[config.mk]
export PLATFORM = sky130hd
export DESIGN_NAME = sdtx_serializer
export DESIGN_NICKNAME = d
export VERILOG_FILES = /design/src/rtl/sdtx_pkg.sv /design/src/rtl/sdtx_sync.sv /design/src/rtl/sdtx_fall_det.sv /design/src/rtl/sdtx_clkgen.sv /design/src/rtl/sdtx_shifter.sv /design/src/rtl/sdtx_serializer.sv
export SDC_FILE = /design/constraint.sdc
export NUM_CORES = 1
export LEC_CHECK = 0
export BUFFER_PORTS_ARGS = -buffer_cell sky130_fd_sc_hd__buf_4
export CAP_MARGIN = 15
export CORE_MARGIN = 1.5
export CORE_UTILIZATION = 35
export DETAILED_ROUTE_END_ITERATION = 16
export HOLD_SLACK_MARGIN = 0.15
export SETUP_SLACK_MARGIN = 0.1
export SLEW_MARGIN = 20
export SYNTH_ARGS = -nofsm -noshare
export SYNTH_HDL_FRONTEND = slang
export SYNTH_HIERARCHICAL = 1
export SYNTH_SLANG_ARGS = --single-unit
[constraint.sdc]
create_clock -name clk -period 2.1 [get_ports clk]
set_clock_uncertainty 0.1 [all_clocks]
set_input_delay 0.315 -clock clk [delete_from_list [all_inputs] [get_ports clk]]
set_output_delay 0.315 -clock clk [all_outputs]
set_load 0.01 [all_outputs]
[src/rtl/sdtx_pkg.sv]
package sdtx_pkg;

   typedef enum logic {
      FMT_LEFT_JUST = 1'b0,
      FMT_I2S       = 1'b1
   } sdtx_fmt_e;

   // Word clock level that selects the left channel depends on framing.
   function automatic logic chan_is_left(sdtx_fmt_e fmt, logic lr);
      return (fmt == FMT_I2S) ? !lr : lr;
   endfunction

endpackage

[src/rtl/sdtx_sync.sv]
module sdtx_sync #(
   parameter int STAGES = 2
) (
   input  logic clk,
   input  logic rst_n,
   input  logic clr,
   input  logic d,
   output logic q
);
   generate
      if (STAGES == 0) begin : g_bypass
         assign q = d;
      end else if (STAGES == 1) begin : g_single
         logic ff;
         always_ff @(posedge clk or negedge rst_n) begin
            if (!rst_n)   ff <= 1'b0;
            else if (clr) ff <= 1'b0;
            else          ff <= d;
         end
         assign q = ff;
      end else begin : g_chain
         logic [STAGES-1:0] chain;
         always_ff @(posedge clk or negedge rst_n) begin
            if (!rst_n)   chain <= '0;
            else if (clr) chain <= '0;
            else          chain <= {chain[STAGES-2:0], d};
         end
         assign q = chain[STAGES-1];
      end
   endgenerate
endmodule

[src/rtl/sdtx_fall_det.sv]
module sdtx_fall_det (
   input  logic clk,
   input  logic rst_n,
   input  logic clr,
   input  logic lvl,
   output logic fall
);
   logic lvl_q;

   always_ff @(posedge clk or negedge rst_n) begin
      if (!rst_n)   lvl_q <= 1'b0;
      else if (clr) lvl_q <= 1'b0;
      else          lvl_q <= lvl;
   end

   assign fall = lvl_q & ~lvl;
endmodule

[src/rtl/sdtx_clkgen.sv]
module sdtx_clkgen #(
   parameter int HALF_DIV       = 4,
   parameter int SLOTS_PER_HALF = 32
) (
   input  logic clk,
   input  logic rst_n,
   input  logic enable,
   output logic sclk_o,
   output logic lrck_o,
   output logic fall_o
);
   localparam int DW = (HALF_DIV > 1) ? $clog2(HALF_DIV) : 1;
   localparam int SW = (SLOTS_PER_HALF > 1) ? $clog2(SLOTS_PER_HALF) : 1;
   localparam logic [DW-1:0] DIV_LAST  = DW'(HALF_DIV - 1);
   localparam logic [SW-1:0] SLOT_LAST = SW'(SLOTS_PER_HALF - 1);

   logic [DW-1:0] div_q;
   logic [SW-1:0] slot_q;

   always_ff @(posedge clk or negedge rst_n) begin
      if (!rst_n) begin
         div_q  <= '0;
         slot_q <= '0;
         sclk_o <= 1'b0;
         lrck_o <= 1'b0;
         fall_o <= 1'b0;
      end else if (!enable) begin
         div_q  <= '0;
         slot_q <= '0;
         sclk_o <= 1'b0;
         lrck_o <= 1'b0;
         fall_o <= 1'b0;
      end else if (div_q == DIV_LAST) begin
         div_q  <= '0;
         sclk_o <= ~sclk_o;
         fall_o <= sclk_o;
         if (sclk_o) begin
            if (slot_q == SLOT_LAST) begin
               slot_q <= '0;
               lrck_o <= ~lrck_o;
            end else begin
               slot_q <= slot_q + 1'b1;
            end
         end
      end else begin
         div_q  <= div_q + 1'b1;
         fall_o <= 1'b0;
      end
   end
endmodule

[src/rtl/sdtx_shifter.sv]
module sdtx_shifter
   import sdtx_pkg::*;
#(
   parameter int SAMPLE_W = 24
) (
   input  logic                clk,
   input  logic                rst_n,
   input  logic                clr,
   input  logic                fall,
   input  logic                lrck,
   input  sdtx_fmt_e           fmt,
   input  logic [SAMPLE_W-1:0] left_in,
   input  logic [SAMPLE_W-1:0] right_in,
   output logic                sdto
);
   logic                seen_q;
   logic                lr_prev_q;
   logic [SAMPLE_W-1:0] hold_r_q;
   logic [SAMPLE_W-1:0] sreg_q;
   logic                lr_change;
   logic                is_left;
   logic [SAMPLE_W-1:0] next_word;

   assign lr_change = fall & seen_q & (lrck != lr_prev_q);
   assign is_left   = chan_is_left(fmt, lrck);
   assign next_word = is_left ? left_in : hold_r_q;

   always_ff @(posedge clk or negedge rst_n) begin
      if (!rst_n) begin
         seen_q    <= 1'b0;
         lr_prev_q <= 1'b0;
         hold_r_q  <= '0;
         sreg_q    <= '0;
         sdto      <= 1'b0;
      end else if (clr) begin
         seen_q    <= 1'b0;
         lr_prev_q <= 1'b0;
         hold_r_q  <= '0;
         sreg_q    <= '0;
         sdto      <= 1'b0;
      end else if (fall) begin
         seen_q    <= 1'b1;
         lr_prev_q <= lrck;
         if (lr_change) begin
            if (is_left) hold_r_q <= right_in;
            if (fmt == FMT_I2S) begin
               sdto   <= sreg_q[SAMPLE_W-1];
               sreg_q <= next_word;
            end else begin
               sdto   <= next_word[SAMPLE_W-1];
               sreg_q <= {next_word[SAMPLE_W-2:0], 1'b0};
            end
         end else begin
            sdto   <= sreg_q[SAMPLE_W-1];
            sreg_q <= {sreg_q[SAMPLE_W-2:0], 1'b0};
         end
      end
   end
endmodule

[src/rtl/sdtx_serializer.sv]
module sdtx_serializer
   import sdtx_pkg::*;
#(
   parameter int SAMPLE_W       = 24,
   parameter int HALF_DIV       = 4,
   parameter int SLOTS_PER_HALF = 32,
   parameter int SYNC_STAGES    = 2
) (
   input  logic                clk,
   input  logic                rst_n,
   input  logic                pwr_dn,
   input  logic                master_en,
   input  logic                fmt_i2s,
   input  logic                sclk_in,
   input  logic                lrck_in,
   input  logic [SAMPLE_W-1:0] left_in,
   input  logic [SAMPLE_W-1:0] right_in,
   output logic                sclk_out,
   output logic                lrck_out,
   output logic                sdto
);
   generate
      if (SAMPLE_W < 16) begin : g_bad_width
         $error("SAMPLE_W must be at least 16");
      end
      if (HALF_DIV < 2) begin : g_bad_div
         $error("HALF_DIV must be at least 2");
      end
      if (SLOTS_PER_HALF < SAMPLE_W) begin : g_bad_slots
         $error("SLOTS_PER_HALF must hold a full sample");
      end
      if (SYNC_STAGES < 0) begin : g_bad_sync
         $error("SYNC_STAGES must not be negative");
      end
   endgenerate

   sdtx_fmt_e fmt_sel;
   logic      gen_en;
   logic      gen_sclk, gen_lrck, gen_fall;
   logic      sclk_s, lrck_s, slv_fall;
   logic      fall_sel, lr_sel;

   assign fmt_sel = sdtx_fmt_e'(fmt_i2s);
   assign gen_en  = master_en & ~pwr_dn;

   sdtx_clkgen #(
      .HALF_DIV       (HALF_DIV),
      .SLOTS_PER_HALF (SLOTS_PER_HALF)
   ) u_clkgen (
      .clk    (clk),
      .rst_n  (rst_n),
      .enable (gen_en),
      .sclk_o (gen_sclk),
      .lrck_o (gen_lrck),
      .fall_o (gen_fall)
   );

   sdtx_sync #(.STAGES(SYNC_STAGES)) u_sync_sclk (
      .clk (clk), .rst_n (rst_n), .clr (pwr_dn), .d (sclk_in), .q (sclk_s)
   );

   sdtx_sync #(.STAGES(SYNC_STAGES)) u_sync_lrck (
      .clk (clk), .rst_n (rst_n), .clr (pwr_dn), .d (lrck_in), .q (lrck_s)
   );

   sdtx_fall_det u_fall (
      .clk (clk), .rst_n (rst_n), .clr (pwr_dn), .lvl (sclk_s), .fall (slv_fall)
   );

   assign fall_sel = master_en ? gen_fall : slv_fall;
   assign lr_sel   = master_en ? gen_lrck : lrck_s;

   sdtx_shifter #(.SAMPLE_W(SAMPLE_W)) u_shift (
      .clk      (clk),
      .rst_n    (rst_n),
      .clr      (pwr_dn),
      .fall     (fall_sel),
      .lrck     (lr_sel),
      .fmt      (fmt_sel),
      .left_in  (left_in),
      .right_in (right_in),
      .sdto     (sdto)
   );

   assign sclk_out = gen_sclk;
   assign lrck_out = gen_lrck;
endmodule

Yosys cells after proc, flatten, opt, wreduce, memory -nomap -nowiden
Index checks and enable logic that the tools add are counted.
Widths: inputs -> output; s select.
{"block": "word_totals", "register_bits": 66, "in_bits": 55, "out_inout_bits": 3, "wordCells": 73}
{"block": "classes", "addsub": 2, "eq_ne": 6, "n_mux": 37, "bitwise": 8, "reduce_logical": 7}
{"cell": "$mux 24", "count": 9}
{"cell": "$mux 1", "count": 20}
{"cell": "$mux 5", "count": 4}
{"cell": "$mux 2", "count": 4}
{"cell": "$ne 2x2->1 const B", "count": 3}
{"cell": "$reduce_and 3->1", "count": 2}
{"cell": "$reduce_bool 2->1", "count": 3}
{"cell": "$add 5x1->5 const B", "count": 1}
{"cell": "$eq 5x5->1 const B", "count": 1}
{"cell": "$and 1x1->1", "count": 4}
{"cell": "$not 1->1", "count": 4}
{"cell": "$add 2x1->2 const B", "count": 1}
{"cell": "$eq 2x2->1 const B", "count": 1}
{"cell": "$reduce_and 2->1", "count": 1}
{"cell": "$logic_not 1->1", "count": 1}
{"cell": "$ne 1x1->1", "count": 1}

Longest topological paths before layout
{"block": "depth", "word_depth": 8, "ltp_mapped": 8, "mapped_depth_nobuf": 6}

By module
Netlist, hierarchy kept.
{"module": "sdtx_shifter", "instances": 1, "cells_per_inst": 236, "area_each_um2": 2658.8, "seq_area_each_um2": 1276.2}
{"module": "sdtx_clkgen", "instances": 1, "cells_per_inst": 42, "area_each_um2": 470.5, "seq_area_each_um2": 250.2}
{"module": "sdtx_sync", "instances": 2, "cells_per_inst": 4, "area_each_um2": 62.6, "seq_area_each_um2": 50.0}
{"module": "sdtx_fall_det", "instances": 1, "cells_per_inst": 3, "area_each_um2": 40.0, "seq_area_each_um2": 25.0}
{"module": "sdtx_serializer", "instances": 1, "cells_per_inst": 3, "area_each_um2": 28.8, "seq_area_each_um2": 0.0}

Least setup slack after synthesis
No wires, ideal clock.
{"block": "synth_timing", "kind": "register to register", "start": "reg u_clkgen.lrck_o", "end": "reg u_shift.sdto", "setup_ns": 0.122, "t_arrival_ns": 1.857, "required_time_ns": 1.878, "path_slack_ns": 0.022, "path_stages_with_launch": 7, "path_buffers": 1, "synth_period_minus_slack_ns": 2.078, "path_cell_list": "dfrtp_1 > mux2_2 > xor2_2 > buf_6 > mux2i_1 > nand2_1 > a32o_1"}
{"block": "synth_via", "elab_chain_cells": 8, "word_cells_on_any_way": 10, "cone_classes": "eq/ne: 1; mux: 7; bitwise: 1; reduce/logical: 1"}
{"element": "start, declared", "line": "sdtx_clkgen.sv:9", "text": "output logic lrck_o,"}
{"element": "start signal, assigned", "line": "sdtx_clkgen.sv:40", "text": "lrck_o <= ~lrck_o;"}
{"element": "$mux 1 *", "line": "sdtx_serializer.sv:71", "text": "assign lr_sel = master_en ? gen_lrck : lrck_s;"}
{"element": "via lr_sel", "line": "sdtx_serializer.sv:41", "text": "logic fall_sel, lr_sel;"}
{"element": "$logic_not 1->1", "line": "sdtx_pkg.sv:10", "text": "return (fmt == FMT_I2S) ? !lr : lr;"}
{"element": "$mux 1", "line": "sdtx_pkg.sv:10"}
{"element": "$mux 24", "line": "sdtx_shifter.sv:26", "text": "assign next_word = is_left ? left_in : hold_r_q;"}
{"element": "$mux 1", "line": "sdtx_shifter.sv:46", "text": "if (fmt == FMT_I2S) begin"}
{"element": "$mux 1 *", "line": "sdtx_shifter.sv:44", "text": "if (lr_change) begin"}
{"element": "$mux 1 *", "line": "sdtx_shifter.sv:41", "text": "end else if (fall) begin"}
{"element": "$mux 1 *", "line": "sdtx_shifter.sv:35", "text": "end else if (clr) begin"}
{"element": "end signal, assigned", "line": "sdtx_shifter.sv:47", "text": "sdto <= sreg_q[SAMPLE_W-1];"}
{"element": "end signal, assigned", "line": "sdtx_shifter.sv:50", "text": "sdto <= next_word[SAMPLE_W-1];"}
{"element": "end signal, assigned", "line": "sdtx_shifter.sv:54", "text": "sdto <= sreg_q[SAMPLE_W-1];"}
{"element": "end, declared", "line": "sdtx_shifter.sv:14", "text": "output logic sdto"}
Mark *: on every way through the listed nets, which the timed path passes. The rest lies on a longest branch. The select of a mux whose other input is x is not followed.
A chain may end at the register's enable or synchronous reset.

Worst setup path after layout
{"block": "layout_timing", "start": "reg u_clkgen.lrck_o", "end": "reg u_shift.sreg_q[17]"}
{"block": "layout_via", "elab_chain_cells": 8, "word_cells_on_any_way": 10, "cone_classes": "eq/ne: 1; mux: 7; bitwise: 1; reduce/logical: 1"}
{"element": "$mux 1 *", "line": "sdtx_serializer.sv:71"}
{"element": "via lr_sel", "line": "sdtx_serializer.sv:41"}
{"element": "$logic_not 1->1", "line": "sdtx_pkg.sv:10"}
{"element": "$mux 1", "line": "sdtx_pkg.sv:10"}
{"element": "$mux 24", "line": "sdtx_shifter.sv:26"}
{"element": "$mux 24", "line": "sdtx_shifter.sv:46"}
{"element": "$mux 24 *", "line": "sdtx_shifter.sv:44"}
{"element": "$mux 24 *", "line": "sdtx_shifter.sv:41"}
{"element": "$mux 24 *", "line": "sdtx_shifter.sv:35"}
{"element": "end signal, assigned", "line": "sdtx_shifter.sv:48", "text": "sreg_q <= next_word;"}
{"element": "end signal, assigned", "line": "sdtx_shifter.sv:51", "text": "sreg_q <= {next_word[SAMPLE_W-2:0], 1'b0};"}
{"element": "end signal, assigned", "line": "sdtx_shifter.sv:55", "text": "sreg_q <= {sreg_q[SAMPLE_W-2:0], 1'b0};"}
{"element": "end, declared", "line": "sdtx_shifter.sv:19", "text": "logic [SAMPLE_W-1:0] sreg_q;"}
Marks and branches as above.

==> impl_metrics.yaml <==
run_status:
  status: "finished with violations"
  violations: "DRC"
power:
  p_sw_frac: 0.228
  p_switching_uw: 662
  seqPwrFrac: 0.440
  vdd_ir_drop_max_v: 0.000292
  power_mw: 2.91
  p_clk_frac: 0.450
  p_int_mw: 2.25
  powerDensity_mw_per_mm2: 621
  power_frac_comb: 0.110
  power.leakage_nw: 2.00
global_route:
  grt_pass1_vias: 2781
  grt_start_max_net_pins: 35
  grt_pass1_wl_um: 13700
  met2_usage: 0.266
  grt_usage: 0.173
  gr-total-overflow: 0
  antenna_found_initial: 0
  top_usage_layer: "met2"
  met3_usage: 0.0299
  grtUsageMet1: 0.244
timing:
  hold_ws_ns: 0.243
  rsz0062_at_grt: "true"
  setup_viol_count_final: 0
  min_period_ns: 1.97
  hold_violations: 0
  fmax_mhz: 507
  slew_headroom: 0.660
  tightest_slew_ns: 0.509
  finalCritPeriodShare: 0.939
  slew_viol_final: 0
  finalWorstSetupSlack_ns: 0.128
floorplan:
  die_area_mm2: 0.0101
  ioPinCount: 58
  start_util: 0.360
  die_w_um: 100
  coreArea_mm2: 0.00924
  row_count: 35
  die_h_um: 100
drt:
  routed_wirelength_um: 8140
  wl_per_cell_um: 15.7
  route.antenna.remaining_nets: 0
  drc: 2
  drt-initial-drc-count: 175
  drtPass1Iterations: 10
  num_vias: 2682
  viasPerCell: 5.18
hold_path:
  min_to: "u_shift/sreg_q[15]"
  hold_start: "left_in[14]"
  hold_path_depth: 4
  hold_class: "in2reg"
finish:
  area_delta_synth_final_pct: 41.0
  design_area_mm2: 0.00469
  fillers: 833
  final_nets: 442
  fin_util: 0.507
  num_antenna_cells: 0
  drive_above_1_share: 0.350
cts:
  clk_pin_slew_worst_paths_ns: 0.08
  cts_max_level: 3
  cts_sinks: 66
  clk_path_buf_depth: 2
  cts_tree: "yes"
  root_buffer: "clkbuf_8"
  insertion_delay_ns: 0.34
  cts_made_buffers: 9
logic_synthesis:
  synth_seq_cells: 66
  ys_warn_count: 6
  yosys-mux-area-fraction: 0.0821
  syn_nets: 350
  synth.distinct_cells: 38
  synthXorXnorAreaFrac: 0.0151
  syn_inst: 292
  synth_simple_gate_area_frac: 0.0975
  synth_area_mm2: 0.00332
  avgSynthCellArea_um2: 11.4
  synth_compound_area_frac: 0.261
  ys_seq_area_frac: 0.497
  synthAdderAreaFrac: 0.0113
  synth_top_family_by_area: "compound AO/OA/AOI/OAI gates"
critical_path:
  cp.arrival_ns: 2.09
  r2r_cells: 6
  cp_max_fo: 14
  cp-start-kind: "flip-flop"
  crit_type: "reg2reg"
  reg2reg_slack_ns: 0.13
  r2r-end: "u_shift/sreg_q[17]"
  crit_path_end_kind: "flip-flop"
  timing.rr.start: "u_clkgen/lrck_o"
  critical_path_required_ns: 2.22
placed_design:
  place_ws_ns: -0.0177
  hpwl_um: 5310
  gp_congestion: 0.801
  placed_cell_area_mm2: 0.00401
  port-buffer-count: 57
run:
  cap_violations: 0
metal layers:
layer	wire length, µm	part of all wire	vias to the layer above
met3	323	0.040	14
met5	0	0	-
li1	-	-	1272
met2	3770	0.46	71
met1	3890	0.48	1325
met4	154	0.019	0
layout make-up:
type	count	area, µm²	share of cell area
clock inverter	6	115	0.0246
clock buffer	10	128	0.0272
tap	129	161	0.0344
sequential	66	1650	0.352
multi-input combinational	202	1690	0.361
timing repair buffer	105	938	0.200
cell families after synthesis:
kind of cell | Yosys count
simple gates | 63
mux | 27
xor+xnor | 4
flops | 66
buf+inv | 24
fa+ha+maj | 3
compound gates | 105
sequential cells by signal, summed over array words and instances, names as in the netlist, 2 cells and up:
register and flops:
u_shift/hold_r_q 24, u_shift/sreg_q 24, u_clkgen/slot_q 5, u_clkgen/div_q 2
u_sync_lrck/g_chain.chain 2, u_sync_sclk/g_chain.chain 2
through the flow:
step                      cells  TNS (ns)
final                       518         0
after global routing        518         0
after detailed placement    471   -0.0200
after CTS                   517         0
after floorplan             292         0
after global placement      471         0
placed cells by master, fill, tap and decap left out, types with 2 or more instances in the layout:
master	n
mux2i_2	11
clkbuf_8	9
dfrtp_1	66
a21boi_1	2
nor2_1	5
a22o_1	47
nor2b_1	7
a21boi_0	3
and2_1	3
ha_1	2
nand2b_1	4
o21ai_0	2
clkinv_4	2
nand2_1	28
a211oi_1	6
dlygate4sd3_1	30
mux2i_4	6
buf_4	69
nand3_1	4
bufinv_16	3
mux2i_1	8
and3_1	2
a211oi_2	17
a21oi_1	24
buf_12	6
timing repair:
| item | 4_1_cts | 5_1_grt |
|---|---|---|
| cloned | 0 | 0 |
| setup endpoints to repair | 9 | 27 |
| hold buffers | 30 | 0 |
| gates resized for setup | 6 | 20 |
| hold endpoints to repair | 60 | 0 |
| pin swaps | 0 | 0 |
| buffers inserted | 0 | 1 |
how the worst max path moves through the flow:
stage                               start                 end  slack, ns
after global routing      u_clkgen/lrck_o  u_shift/sreg_q[17]       0.06
final                     u_clkgen/lrck_o  u_shift/sreg_q[17]       0.13
after detailed placement        master_en   u_shift/sreg_q[9]      -0.02
after CTS                 u_clkgen/lrck_o   u_shift/sreg_q[8]       0.09
after floorplan           u_clkgen/lrck_o   u_shift/sreg_q[4]       0.10
after global placement          master_en   u_shift/sreg_q[9]       0.01
synthesized netlist by cell type:
cell type	instances	area, µm²
or3_2	1	7.51
or4b_1	1	10.0
xor2_2	2	32.5
nand2b_1	4	25.0
a211oi_2	17	213
nor2b_1	7	43.8
a22o_1	47	412
and4b_1	1	10.0
and4_1	1	8.76
and2_1	3	18.8
nand2_2	1	6.26
or4_1	1	7.51
buf_4	2	15.0
a31oi_1	2	12.5
o21ai_0	2	10.0
nor3b_1	1	7.51
a21boi_1	2	15.0
o22ai_1	1	6.26
nand2_1	28	105
or2_2	1	6.26
dfrtp_1	66	1650
a21oi_1	24	120
mux2i_1	25	250
a211oi_1	6	45.0
and3_1	2	12.5
nor2b_2	1	8.76
nand3_1	4	20.0
xnor2_1	1	8.76
ha_1	3	37.5
xor2_1	1	8.76
a32o_1	1	10.0
and3_2	1	7.51
mux2_2	2	22.5
nor2_1	5	18.8
buf_2	7	35.0
buf_6	2	22.5
a21boi_0	3	22.5
clkbuf_1	13	48.8
power groups by stage:
stage                     combinational [mW]  sequential, mW  clock (mW)
after floorplan                       0.0951            1.30           0
after global placement                 0.245            1.30           0
after detailed placement               0.246            1.30           0
after CTS                              0.298            1.28        1.34
after global routing                   0.348            1.28        1.41
final                                  0.321            1.28        1.31
worst max-delay path: stages, from the launching register on:
cell	delay, ns
dfrtp_1	0.42
mux2_4	0.32
xor2_4	0.21
buf_12	0.22
mux2i_2	0.28
nand2_1	0.08
a22o_1	0.20
Power figures use the tool's default switching activity.
